==> src/rtl/acc_alu_pkg.sv <==
package acc_alu_pkg;

    localparam int OP_W   = 8;
    localparam int STAT_W = 8;

    // status bit positions
    localparam int BIT_C = 0;
    localparam int BIT_Z = 1;
    localparam int BIT_I = 2;
    localparam int BIT_D = 3;
    localparam int BIT_V = 6;
    localparam int BIT_N = 7;

    typedef enum logic [2:0] {
        CLS_IDLE,
        CLS_ARITH,
        CLS_FLAG,
        CLS_SHL_ACC,
        CLS_SHL_MEM
    } op_cls_e;

    typedef enum logic [2:0] {
        FN_OR  = 3'd0,
        FN_AND = 3'd1,
        FN_XOR = 3'd2,
        FN_ADC = 3'd3,
        FN_STO = 3'd4,
        FN_LD  = 3'd5,
        FN_CMP = 3'd6,
        FN_SBC = 3'd7
    } arith_fn_e;

    typedef struct packed {
        logic wr_acc;
        logic upd_nz;
        logic upd_c;
        logic upd_v;
    } arith_ctl_t;

endpackage

==> src/rtl/acc_alu_decode.sv <==
module acc_alu_decode
    import acc_alu_pkg::*;
(
    input  logic [OP_W-1:0] op_i,
    output op_cls_e         cls_o,
    output logic [2:0]      fn_o
);

    localparam logic [1:0] GRP_ARITH = 2'b01;
    localparam logic [1:0] GRP_FLAG  = 2'b00;
    localparam logic [1:0] GRP_SHIFT = 2'b10;
    localparam logic [2:0] FLAG_MID  = 3'b110;
    localparam logic [2:0] NO_OP_FN  = 3'd4;
    localparam logic [3:0] ACC_NIB   = 4'hA;

    logic [1:0] grp;
    logic [2:0] hi;

    assign grp  = op_i[1:0];
    assign hi   = op_i[7:5];
    assign fn_o = hi;

    always_comb begin
        cls_o = CLS_IDLE;
        case (grp)
            GRP_ARITH: begin
                if (hi != NO_OP_FN) cls_o = CLS_ARITH;
            end
            GRP_FLAG: begin
                if (op_i[4:2] == FLAG_MID && hi != NO_OP_FN) cls_o = CLS_FLAG;
            end
            GRP_SHIFT: begin
                if (hi == 3'd0) begin
                    cls_o = (op_i[3:0] == ACC_NIB) ? CLS_SHL_ACC : CLS_SHL_MEM;
                end
            end
            default: cls_o = CLS_IDLE;
        endcase
    end

endmodule

==> src/rtl/acc_alu_arith.sv <==
module acc_alu_arith
    import acc_alu_pkg::*;
#(
    parameter int W = 8
) (
    input  logic [W-1:0] a_i,
    input  logic [W-1:0] b_i,
    input  logic         c_i,
    input  logic [2:0]   fn_i,
    output logic [W-1:0] res_o,
    output logic         c_o,
    output logic         v_o,
    output arith_ctl_t   ctl_o
);

    localparam int SW = W + 1;

    logic [SW-1:0] a_ext;
    logic [SW-1:0] b_ext;
    logic [SW-1:0] nb_ext;
    logic [SW-1:0] cin_ext;
    logic [SW-1:0] sum;
    logic [W-1:0]  sgn_mix;

    assign a_ext   = {1'b0, a_i};
    assign b_ext   = {1'b0, b_i};
    assign nb_ext  = {1'b0, ~b_i};
    assign cin_ext = {{W{1'b0}}, c_i};

    always_comb begin
        sum   = '0;
        res_o = a_i;
        ctl_o = '0;
        case (arith_fn_e'(fn_i))
            FN_OR: begin
                res_o = a_i | b_i;
                ctl_o = '{wr_acc: 1'b1, upd_nz: 1'b1, upd_c: 1'b0, upd_v: 1'b0};
            end
            FN_AND: begin
                res_o = a_i & b_i;
                ctl_o = '{wr_acc: 1'b1, upd_nz: 1'b1, upd_c: 1'b0, upd_v: 1'b0};
            end
            FN_XOR: begin
                res_o = a_i ^ b_i;
                ctl_o = '{wr_acc: 1'b1, upd_nz: 1'b1, upd_c: 1'b0, upd_v: 1'b0};
            end
            FN_LD: begin
                res_o = b_i;
                ctl_o = '{wr_acc: 1'b1, upd_nz: 1'b1, upd_c: 1'b0, upd_v: 1'b0};
            end
            FN_ADC: begin
                sum   = a_ext + b_ext + cin_ext;
                res_o = sum[W-1:0];
                ctl_o = '{wr_acc: 1'b1, upd_nz: 1'b1, upd_c: 1'b1, upd_v: 1'b1};
            end
            FN_SBC: begin
                sum   = a_ext + nb_ext + cin_ext;
                res_o = sum[W-1:0];
                ctl_o = '{wr_acc: 1'b1, upd_nz: 1'b1, upd_c: 1'b1, upd_v: 1'b1};
            end
            FN_CMP: begin
                sum   = a_ext + nb_ext;
                res_o = sum[W-1:0];
                ctl_o = '{wr_acc: 1'b0, upd_nz: 1'b1, upd_c: 1'b1, upd_v: 1'b0};
            end
            default: begin
                res_o = a_i;
                ctl_o = '0;
            end
        endcase
    end

    assign sgn_mix = (res_o ^ a_i) & (res_o ^ b_i);
    assign c_o     = sum[W];
    assign v_o     = sgn_mix[W-1];

endmodule

==> src/rtl/acc_alu_shl.sv <==
module acc_alu_shl #(
    parameter int W = 8
) (
    input  logic [W-1:0] val_i,
    output logic [W-1:0] res_o,
    output logic         c_o
);

    generate
        if (W >= 2) begin : g_wide
            assign res_o = {val_i[W-2:0], 1'b0};
        end else begin : g_narrow
            assign res_o = '0;
        end
    endgenerate

    assign c_o = val_i[W-1];

endmodule

==> src/rtl/acc_alu_flagop.sv <==
module acc_alu_flagop
    import acc_alu_pkg::*;
(
    input  logic [2:0]        fn_i,
    input  logic [STAT_W-1:0] stat_i,
    output logic [STAT_W-1:0] stat_o
);

    always_comb begin
        stat_o = stat_i;
        case (fn_i)
            3'd0: stat_o[BIT_C] = 1'b0;
            3'd1: stat_o[BIT_C] = 1'b1;
            3'd2: stat_o[BIT_I] = 1'b0;
            3'd3: stat_o[BIT_I] = 1'b1;
            3'd5: stat_o[BIT_V] = 1'b0;
            3'd6: stat_o[BIT_D] = 1'b0;
            3'd7: stat_o[BIT_D] = 1'b1;
            default: stat_o = stat_i;
        endcase
    end

endmodule

==> src/rtl/acc_flag_alu.sv <==
module acc_flag_alu
    import acc_alu_pkg::*;
#(
    parameter int W = 8
) (
    input  logic              clk,
    input  logic              rst_n,
    input  logic [OP_W-1:0]   op_i,
    input  logic [W-1:0]      operand_i,
    input  logic              apply_i,
    output logic [W-1:0]      acc_o,
    output logic [W-1:0]      mem_o,
    output logic [STAT_W-1:0] stat_o
);

    typedef struct packed {
        logic [W-1:0]      acc;
        logic [W-1:0]      mem;
        logic [STAT_W-1:0] stat;
    } regs_t;

    localparam regs_t RESET_VAL = '0;

    regs_t regs_d;
    regs_t regs_q;

    op_cls_e     cls;
    logic [2:0]  fn;

    logic [W-1:0]      ar_res;
    logic              ar_c;
    logic              ar_v;
    arith_ctl_t        ar_ctl;

    logic [W-1:0]      sh_src;
    logic [W-1:0]      sh_res;
    logic              sh_c;

    logic [STAT_W-1:0] fl_stat;

    acc_alu_decode u_decode (
        .op_i  (op_i),
        .cls_o (cls),
        .fn_o  (fn)
    );

    acc_alu_arith #(.W(W)) u_arith (
        .a_i   (regs_q.acc),
        .b_i   (operand_i),
        .c_i   (regs_q.stat[BIT_C]),
        .fn_i  (fn),
        .res_o (ar_res),
        .c_o   (ar_c),
        .v_o   (ar_v),
        .ctl_o (ar_ctl)
    );

    assign sh_src = (cls == CLS_SHL_ACC) ? regs_q.acc : operand_i;

    acc_alu_shl #(.W(W)) u_shl (
        .val_i (sh_src),
        .res_o (sh_res),
        .c_o   (sh_c)
    );

    acc_alu_flagop u_flagop (
        .fn_i   (fn),
        .stat_i (regs_q.stat),
        .stat_o (fl_stat)
    );

    always_comb begin
        regs_d = regs_q;
        if (apply_i) begin
            case (cls)
                CLS_ARITH: begin
                    if (ar_ctl.wr_acc) regs_d.acc = ar_res;
                    if (ar_ctl.upd_nz) begin
                        regs_d.stat[BIT_N] = ar_res[W-1];
                        regs_d.stat[BIT_Z] = (ar_res == '0);
                    end
                    if (ar_ctl.upd_c) regs_d.stat[BIT_C] = ar_c;
                    if (ar_ctl.upd_v) regs_d.stat[BIT_V] = ar_v;
                end
                CLS_FLAG: begin
                    regs_d.stat = fl_stat;
                end
                CLS_SHL_ACC: begin
                    regs_d.acc         = sh_res;
                    regs_d.stat[BIT_C] = sh_c;
                    regs_d.stat[BIT_N] = sh_res[W-1];
                    regs_d.stat[BIT_Z] = (sh_res == '0);
                end
                CLS_SHL_MEM: begin
                    regs_d.mem         = sh_res;
                    regs_d.stat[BIT_C] = sh_c;
                    regs_d.stat[BIT_N] = sh_res[W-1];
                    regs_d.stat[BIT_Z] = (sh_res == '0);
                end
                default: regs_d = regs_q;
            endcase
        end
    end

    always_ff @(posedge clk) begin
        if (!rst_n) regs_q <= RESET_VAL;
        else        regs_q <= regs_d;
    end

    assign acc_o  = regs_q.acc;
    assign mem_o  = regs_q.mem;
    assign stat_o = regs_q.stat;

endmodule

==> config.mk <==
export PLATFORM = sky130hd
export DESIGN_NAME = acc_flag_alu
export DESIGN_NICKNAME = d
export VERILOG_FILES = /design/src/rtl/acc_alu_pkg.sv /design/src/rtl/acc_alu_decode.sv /design/src/rtl/acc_alu_arith.sv /design/src/rtl/acc_alu_shl.sv /design/src/rtl/acc_alu_flagop.sv /design/src/rtl/acc_flag_alu.sv
export SDC_FILE = /design/constraint.sdc
export NUM_CORES = 1
export LEC_CHECK = 0
export BUFFER_PORTS_ARGS = -buffer_cell sky130_fd_sc_hd__buf_4
export CAP_MARGIN = 30
export CORE_UTILIZATION = 50
export DETAILED_ROUTE_END_ITERATION = 8
export PLACE_DENSITY_LB_ADDON = 0.15
export SLEW_MARGIN = 20
export SYNTH_ARGS = -nofsm -noshare
export SYNTH_HDL_FRONTEND = slang
export SYNTH_SLANG_ARGS = --single-unit
==> constraint.sdc <==
create_clock -name clk -period 4.3 [get_ports clk]
set_clock_uncertainty 0.05 [all_clocks]
set_input_delay 0.43 -clock clk [delete_from_list [all_inputs] [get_ports clk]]
set_output_delay 0.43 -clock clk [all_outputs]
set_load 0.02 [all_outputs]
**Word level (Yosys, flattened, before mapping)**

Index checks and enable logic that the tools add are counted.

- Output and inout port bits: 24
- Logic and storage cells: 85
- Bits in registers: 21

- $add $sub $neg: 4
- Equal/unequal tests: 21
- Muxes and demuxes: 22
- Reductions and logical operators: 22
- Bitwise operators: 8

Operators with widths:

| operator | number |
|---|---|
| $pmux W8 S7 | 1 |
| $pmux W9 S3 | 1 |
| $xor A8 B8 Y8 | 3 |
| $add A8 B8 Y9 | 2 |
| $add A9 B1 Y9 | 2 |
| $and A8 B8 Y8 | 2 |
| $logic_not A8 Y1 | 2 |
| $mux W8 | 2 |
| $pmux W8 S2 | 1 |
| $eq A3 B3 Y1 const B | 5 |
| $eq A3 B2 Y1 const B | 4 |
| $pmux W4 S3 | 1 |
| $reduce_and A3 Y1 | 4 |
| $reduce_and A4 Y1 | 3 |
| $pmux W1 S2 | 5 |
| $reduce_bool A2 Y1 | 5 |
| $pmux W3 S3 | 1 |
| $ne A2 B2 Y1 const B | 4 |
| $not A8 Y8 | 1 |
| $or A8 B8 Y8 | 1 |
| $eq A3 B1 Y1 const B | 2 |
| $mux W1 | 6 |
| $mux W3 | 2 |
| $pmux W2 S3 | 1 |
| 15 further kinds | 16 |

**Logic depth before layout (Yosys ltp)**

Gate-level depths: netlist (run 1).

- Depth after elaboration: 8
- Gate-level depth with buffers: 13

**By module**

A second synthesis (run 1) with hierarchy kept.

- Cell total of the unflattened synthesis: 425
- Area, all modules: 3293.2 µm²

Modules (own cells, without submodules):

| module | times used | cells an instance | area an instance (µm²) | sequential area each (µm²) |
|---|---|---|---|---|
| acc_alu_arith | 1 | 240 | 1719.1 | 0.0 |
| acc_flag_alu | 1 | 148 | 1300.0 | 480.5 |
| acc_alu_decode | 1 | 14 | 107.6 | 0.0 |
| acc_alu_flagop | 1 | 13 | 95.1 | 0.0 |
| acc_alu_shl | 1 | 10 | 71.3 | 0.0 |

**Worst setup path before layout (run 1)**

No wires, ideal clock.

- Kind: input port to flip-flop
- Start point: input port operand_i[0]
- End point: register regs_q (netlist bit stat_o[1])
- Path buffers: 0
- Path slack: 1.318 ns
- Stages on the path: 11
- Arrival time: 2.836 ns
- Cells stage by stage: inv_1 ha_1 fa_1 nor2b_2 o21a_1 nor4_2 o2111ai_1 xnor2_1 o221ai_2 or2_1 o41ai_2

- Word-level cells in the longest chain between the ends: 7
- Elaborated cells between the ends (all ways): 14

RTL lines:

| element | RTL line | RTL |
|---|---|---|
| from (decl) | acc_flag_alu.sv:9 | `input logic [W-1:0] operand_i,` |
| $not A8 Y8 | acc_alu_arith.sv:27 | `assign nb_ext = {1'b0, ~b_i};` |
| $add A8 B8 Y9 | acc_alu_arith.sv:57, acc_alu_arith.sv:62 |  |
| $add A9 B1 Y9 | acc_alu_arith.sv:57 | `sum = a_ext + nb_ext + cin_ext;` |
| $pmux W8 S7 | acc_alu_arith.sv:34 | `case (arith_fn_e'(fn_i))` |
| $logic_not A8 Y1 | acc_flag_alu.sv:80 | `regs_d.stat[BIT_Z] = (ar_res == '0);` |
| $mux W1 | acc_flag_alu.sv:78 | `if (ar_ctl.upd_nz) begin` |
| $pmux W2 S3 (*) | acc_flag_alu.sv:75 | `case (cls)` |
| to (signal assigned) | acc_flag_alu.sv:107 | `else regs_q <= regs_d;` |
| to (decl) | acc_flag_alu.sv:25 | `regs_t regs_q;` |

Every way passes the cells marked *; elsewhere a longest branch is shown, timed or not. The select of a mux whose other input is x is not followed.
A chain may end at the register's enable or synchronous reset.

**Worst setup path after layout (run 1)**

- Start point: register regs_q (netlist bit acc_o[1])
- End point: register regs_q (netlist bit stat_o[1])

- Word-level cells in the longest chain between the ends: 6
- Elaborated cells between the ends (all ways): 13

RTL lines:

| element | RTL line |
|---|---|
| $add A8 B8 Y9, on equally long branches | acc_alu_arith.sv:57, acc_alu_arith.sv:62, acc_alu_arith.sv:52 |
| $add A9 B1 Y9, on equally long branches | acc_alu_arith.sv:57, acc_alu_arith.sv:52 |
| $pmux W8 S7 | acc_alu_arith.sv:34 |
| $logic_not A8 Y1 | acc_flag_alu.sv:80 |
| $mux W1 | acc_flag_alu.sv:78 |
| $pmux W2 S3 (*) | acc_flag_alu.sv:75 |

Marked as above.

==> impl_metrics.toml, run 1 <==
[status]
outcome = "finished, final reports clean"

[finish]
area_delta_synth_final_pct = 7.59
fin_area_um2 = 3240
final_cell_mix = "nor2_1, buf_4, nand2_1"
nNetsFinal = 464
drive_gt1_share_pct = 16.4
num-fill-cells = 534
layout_commonest_cell = "nor2_1"
antenna_cells = 0

[detailed_routing]
via_count = 3052
ant_nets = 0
finalWirelength_mm = 8.41
routed_via_density = 6.27
dr.pass1.iters = 5
wl_per_cell_um = 17.3
drt_iter0_markers = 248
post-route-drc-count = 0

[cts]
cts-htree-levels = 1
holdBufCountCts = 0
cts.repair.resized = 0
insertion_delay_ns = 0.26
post_cts_buffers = 0
cts_buffers = 3
clk_pin_slew_ns = 0.08
cts_root_buffer = "clkbuf_8"
cts_buffer_depth = 2
cts_tree = "built"
cts_sinks = 21

[critical_path]
r2r_end = "stat_o[1]"
ff2ff_path_depth = 10
cp.arrival_ns = 3.39
rrSetupSlack_ns = 1.04
critPathMaxFanout = 9
crit_required_ns = 4.43
r2r_start = "acc_o[1]"
crit_path_start_kind = "flip-flop"
crit_path_end_kind = "flip-flop"
worstSetupPathType = "reg -> reg"
crit_end = "stat_o[1]"
cp-startpoint = "acc_o[1]"

[global_routing]
grt_pass1_wl_mm = 13.5
grt_usage_pct = 27.2
grt_overflow_total = 0
grt_max_degree = 32
grt_pass1_vias = 2684
antenna_found_initial = 0

[place]
io_buffers = 39
gp_congestion = 0.901
dp_hpwl_mm = 6.35
placed_area_um2 = 3200

[die]
rows = 27
design.die.area_um2 = 6350
initial_utilization_pct = 53.1
die_h_um = 79.7
ios = 43
die_width_um = 79.7
coreArea_um2 = 5680

[timing]
hold_viol_final = 0
worst_pin_slew_ns = 0.726
period_minus_slack_ns = 3.26
period_share_pct = 75.9
rsz0062_at_grt = "no"
max_freq_mhz = 306
final_max_slew_viol_count = 0
setup_viol = 0
setup_tns_ns = 0
slew_headroom_pct = 51.3

[pwr]
power_density_nw_per_um2 = 180
finalPower_mw = 0.585
ir_worst_vdd_uv = 211
total_leakage_power_nw = 1.33

[synthesis]
synthCells = 399
synth_cell_types = 78
async_reset_ff_share_pct = 0
synth_area_um2 = 3020
yosys_warnings = 0
ys_ff_latch = 21
ys_seq_area_share_pct = 13.9
synth-main-ff-cell = "dfxtp_1"
postSynthAreaPerCell_um2 = 7.56
synth-edff-count = 0

[hold_path]
hold_path_class = "in -> reg"

[flow_run]
max-cap-violations = 0
==> power breakdown <==
group          leakage [nW]  internal (mW)  switching (mW)
clock                0.0228         0.0661          0.0651
combinational          1.14         0.0955           0.151
sequential            0.170          0.199         0.00853
total                  1.33          0.361           0.225
==> flip-flops by register name, indices dropped and copies added (netlist names) <==
register / cells
acc_o: 8
stat_o: 6
mem_o: 7
==> cell families after synthesis <==
family / Yosys count / share of synthesized area, %
mux: 15 / 5.98
xor+xnor: 10 / 4.03
fa+ha+maj: 29 / 12.8
other cells: 1 / 0.124
simple gates: 146 / 25.2
compound gates: 119 / 27.5
flops: 21 / 13.9
buf+inv: 58 / 10.5
==> Yosys cell counts (all sizes together) (10+ instances only) <==
| library cell | n | area [um2] |
|---|---|---|
| nor2b | 10 | 72.6 |
| nand2 | 35 | 131 |
| buf | 12 | 92.6 |
| clkbuf | 17 | 114 |
| dfxtp | 21 | 420 |
| nor2 | 44 | 165 |
| ha | 26 | 325 |
| a21oi | 33 | 173 |
| inv | 28 | 105 |
| o21ai | 21 | 105 |
==> worst min-delay path by stage <==
stage / startpoint / to / slack [ns] / depth (start not counted)
after CTS: rst_n / stat_o[1] / 0.36 / 3
after global routing: rst_n / stat_o[1] / 0.39 / 3
final: rst_n / stat_o[1] / 0.37 / 3
after floorplan: stat_o[7] / stat_o[7] / 0.48 / 2
after global placement: mem_o[2] / mem_o[2] / 0.42 / 2
after detailed placement: mem_o[3] / mem_o[3] / 0.43 / 2
==> worst max-delay path, stage by stage (launching register included) <==
cell	delay, ns
dfxtp_1	0.55
inv_1	0.14
ha_1	0.33
nand2b_1	0.21
a2111o_1	0.48
a31oi_1	0.21
xor2_1	0.25
xnor2_1	0.18
o221ai_2	0.19
or2_1	0.26
o41ai_2	0.32
==> cell type report <==
| class | count | area [um2] | area share, % |
|---|---|---|---|
| Multi-Input combinational cell | 322 | 2290 | 70.5 |
| Sequential cell | 21 | 420 | 13.0 |
| Clock buffer | 4 | 45.0 | 1.39 |
| Tap cell | 72 | 90.1 | 2.78 |
| Inverter | 29 | 109 | 3.36 |
| Timing Repair Buffer | 39 | 293 | 9.02 |
==> through the flow <==
| step | std cells | util, % | hold slack, ns | setup WS, ns |
|---|---|---|---|---|
| after floorplan | 401 | - | 0.477 | 1.32 |
| after global placement | 483 | 56.4 | 0.421 | 0.942 |
| after detailed placement | 483 | 56.4 | 0.430 | 0.904 |
| after CTS | 487 | 57.2 | 0.362 | 1.08 |
| after global routing | 487 | 57.2 | 0.386 | 0.814 |
| final | 487 | 57.2 | 0.367 | 1.04 |
==> routing by layer <==
layer	up-vias	track usage, %	part of all wire [%]
li1	1469	-	-
met5	-	0	0
met4	0	11.3	2.6
met1	1401	39.0	46
met3	17	2.51	8.2
met2	165	41.1	44
No activity file was read; power rests on OpenSTA's default activity.
==> run 2, diff against run 1 <==
clock period = 2.75 ns   (was 4.3 ns; I/O delays follow)
==> impl_metrics.toml, run 2 (synthesis gave the netlist of run 1 again) <==
[place]
io_buffers = 39
placed_area_um2 = 3690
dp_hpwl_mm = 7.41
gp_congestion = 0.938

[detailed_routing]
finalWirelength_mm = 10.1
dr.pass1.iters = 5
wl_per_cell_um = 18.2
ant_nets = 0
via_count = 3400
drt_iter0_markers = 333
routed_via_density = 6.14
post-route-drc-count = 0

[cts]
cts_sinks = 21
clk_pin_slew_ns = 0.08
cts_buffers = 3
cts_tree = "built"
cts-htree-levels = 1
cts_buffer_depth = 2
insertion_delay_ns = 0.26
cts_root_buffer = "clkbuf_8"

[die]
rows = 27
die_h_um = 79.7
die_width_um = 79.7
ios = 43
coreArea_um2 = 5680
design.die.area_um2 = 6350
initial_utilization_pct = 53.1

[timing]
period_minus_slack_ns = 2.79
rsz0062_at_grt = "yes"
setup_viol = 1
worst_pin_slew_ns = 0.773
max_freq_mhz = 358
hold_viol_final = 0
slew_headroom_pct = 48.1
whs_ns = 0.231
fin_ws_ns = -0.0397
period_share_pct = 101
final_max_slew_viol_count = 0

[pwr]
finalPower_mw = 1.07
total_leakage_power_nw = 1.70
power_density_nw_per_um2 = 265
ir_worst_vdd_uv = 272

[global_routing]
grt_usage_pct = 31.8
grt_pass1_vias = 3057
grtUsageMet1_pct = 44.9
grt_pass1_wl_mm = 15.6
grt_overflow_total = 0
antenna_found_initial = 0
grt_util_met3_pct = 3.66
top_usage_layer = "met2"
grt_max_degree = 32
use_met2_pct = 50.0

[status]
violations = "negative setup slack"
outcome = "finished, violations left"

[finish]
layout_commonest_cell = "buf_4"
area_delta_synth_final_pct = 33.5
nNetsFinal = 531
num-fill-cells = 480
utilization_pct = 70.9
fin_area_um2 = 4030
largest_register_ff_count = 8
drive_gt1_share_pct = 36.9
final_cell_mix = "buf_4, nor2_1, nand2_1"
antenna_cells = 0

[critical_path]
critPathMaxFanout = 4
cp.arrival_ns = 2.91
crit_path_start_kind = "flip-flop"
crit_required_ns = 2.87
worstSetupPathType = "reg -> reg"
crit_path_end_kind = "flip-flop"

[hold_path]
hold_path_class = "in -> reg"

[flow_run]
max-cap-violations = 0
## run 2: final cells by class
type                       instances  area (um2)  area share [%]
multi-input combinational        322        2530            62.8
timing repair buffer             106         825            20.5
sequential                        21         430            10.7
inverter                          29         109            2.70
tap                               72        90.1            2.24
clock buffer                       4        45.0            1.12
## run 2: where the power goes
group	total, mW	switching [mW]	internal [mW]
combinational	0.546	0.301	0.246
clock	0.206	0.102	0.103
sequential	0.316	0.00550	0.310
## run 2: final timing paths
kind,cells after the start,endpoint,slack (ns),startpoint
min,3,stat_o[1],0.23,rst_n
max,11,stat_o[1],-0.04,acc_o[0]
max reg2reg,11,stat_o[1],-0.04,acc_o[0]
min reg2reg,2,mem_o[5],0.45,mem_o[5]
## run 2: stage by stage
step	setup slack, ns	instances	TNS, ns
floorplan	0.00718	401	0
global placement	-0.112	544	-0.389
detailed placement	-0.144	544	-0.611
CTS	0.00516	550	0
global route	-0.117	554	-0.353
finish	-0.0397	554	-0.0397
## run 2: what timing repair did
action                                  CTS  global route
hold buffers                              0             0
cloned                                    0             0
hold endpoints to repair                  0             0
gates resized for setup                   9            44
pin swaps                                 5            24
endpoints found under the setup margin    5             9
setup buffers                             2             5
## run 2: critical path, cell delays in order, from the launching register on
cell	delay (ns)
dfxtp_4	0.37
ha_4	0.17
fa_2	0.58
ha_2	0.22
nand2_1	0.09
a21oi_2	0.22
buf_4	0.17
o211ai_1	0.08
o211ai_1	0.16
a31oi_4	0.15
buf_4	0.16
o41ai_2	0.30
## run 2: routing by layer
metal	vias up	part of all wire (%)
met5	-	0
met4	0	1.9
met3	21	6.9
met2	180	46
met1	1601	45
li1	1598	-
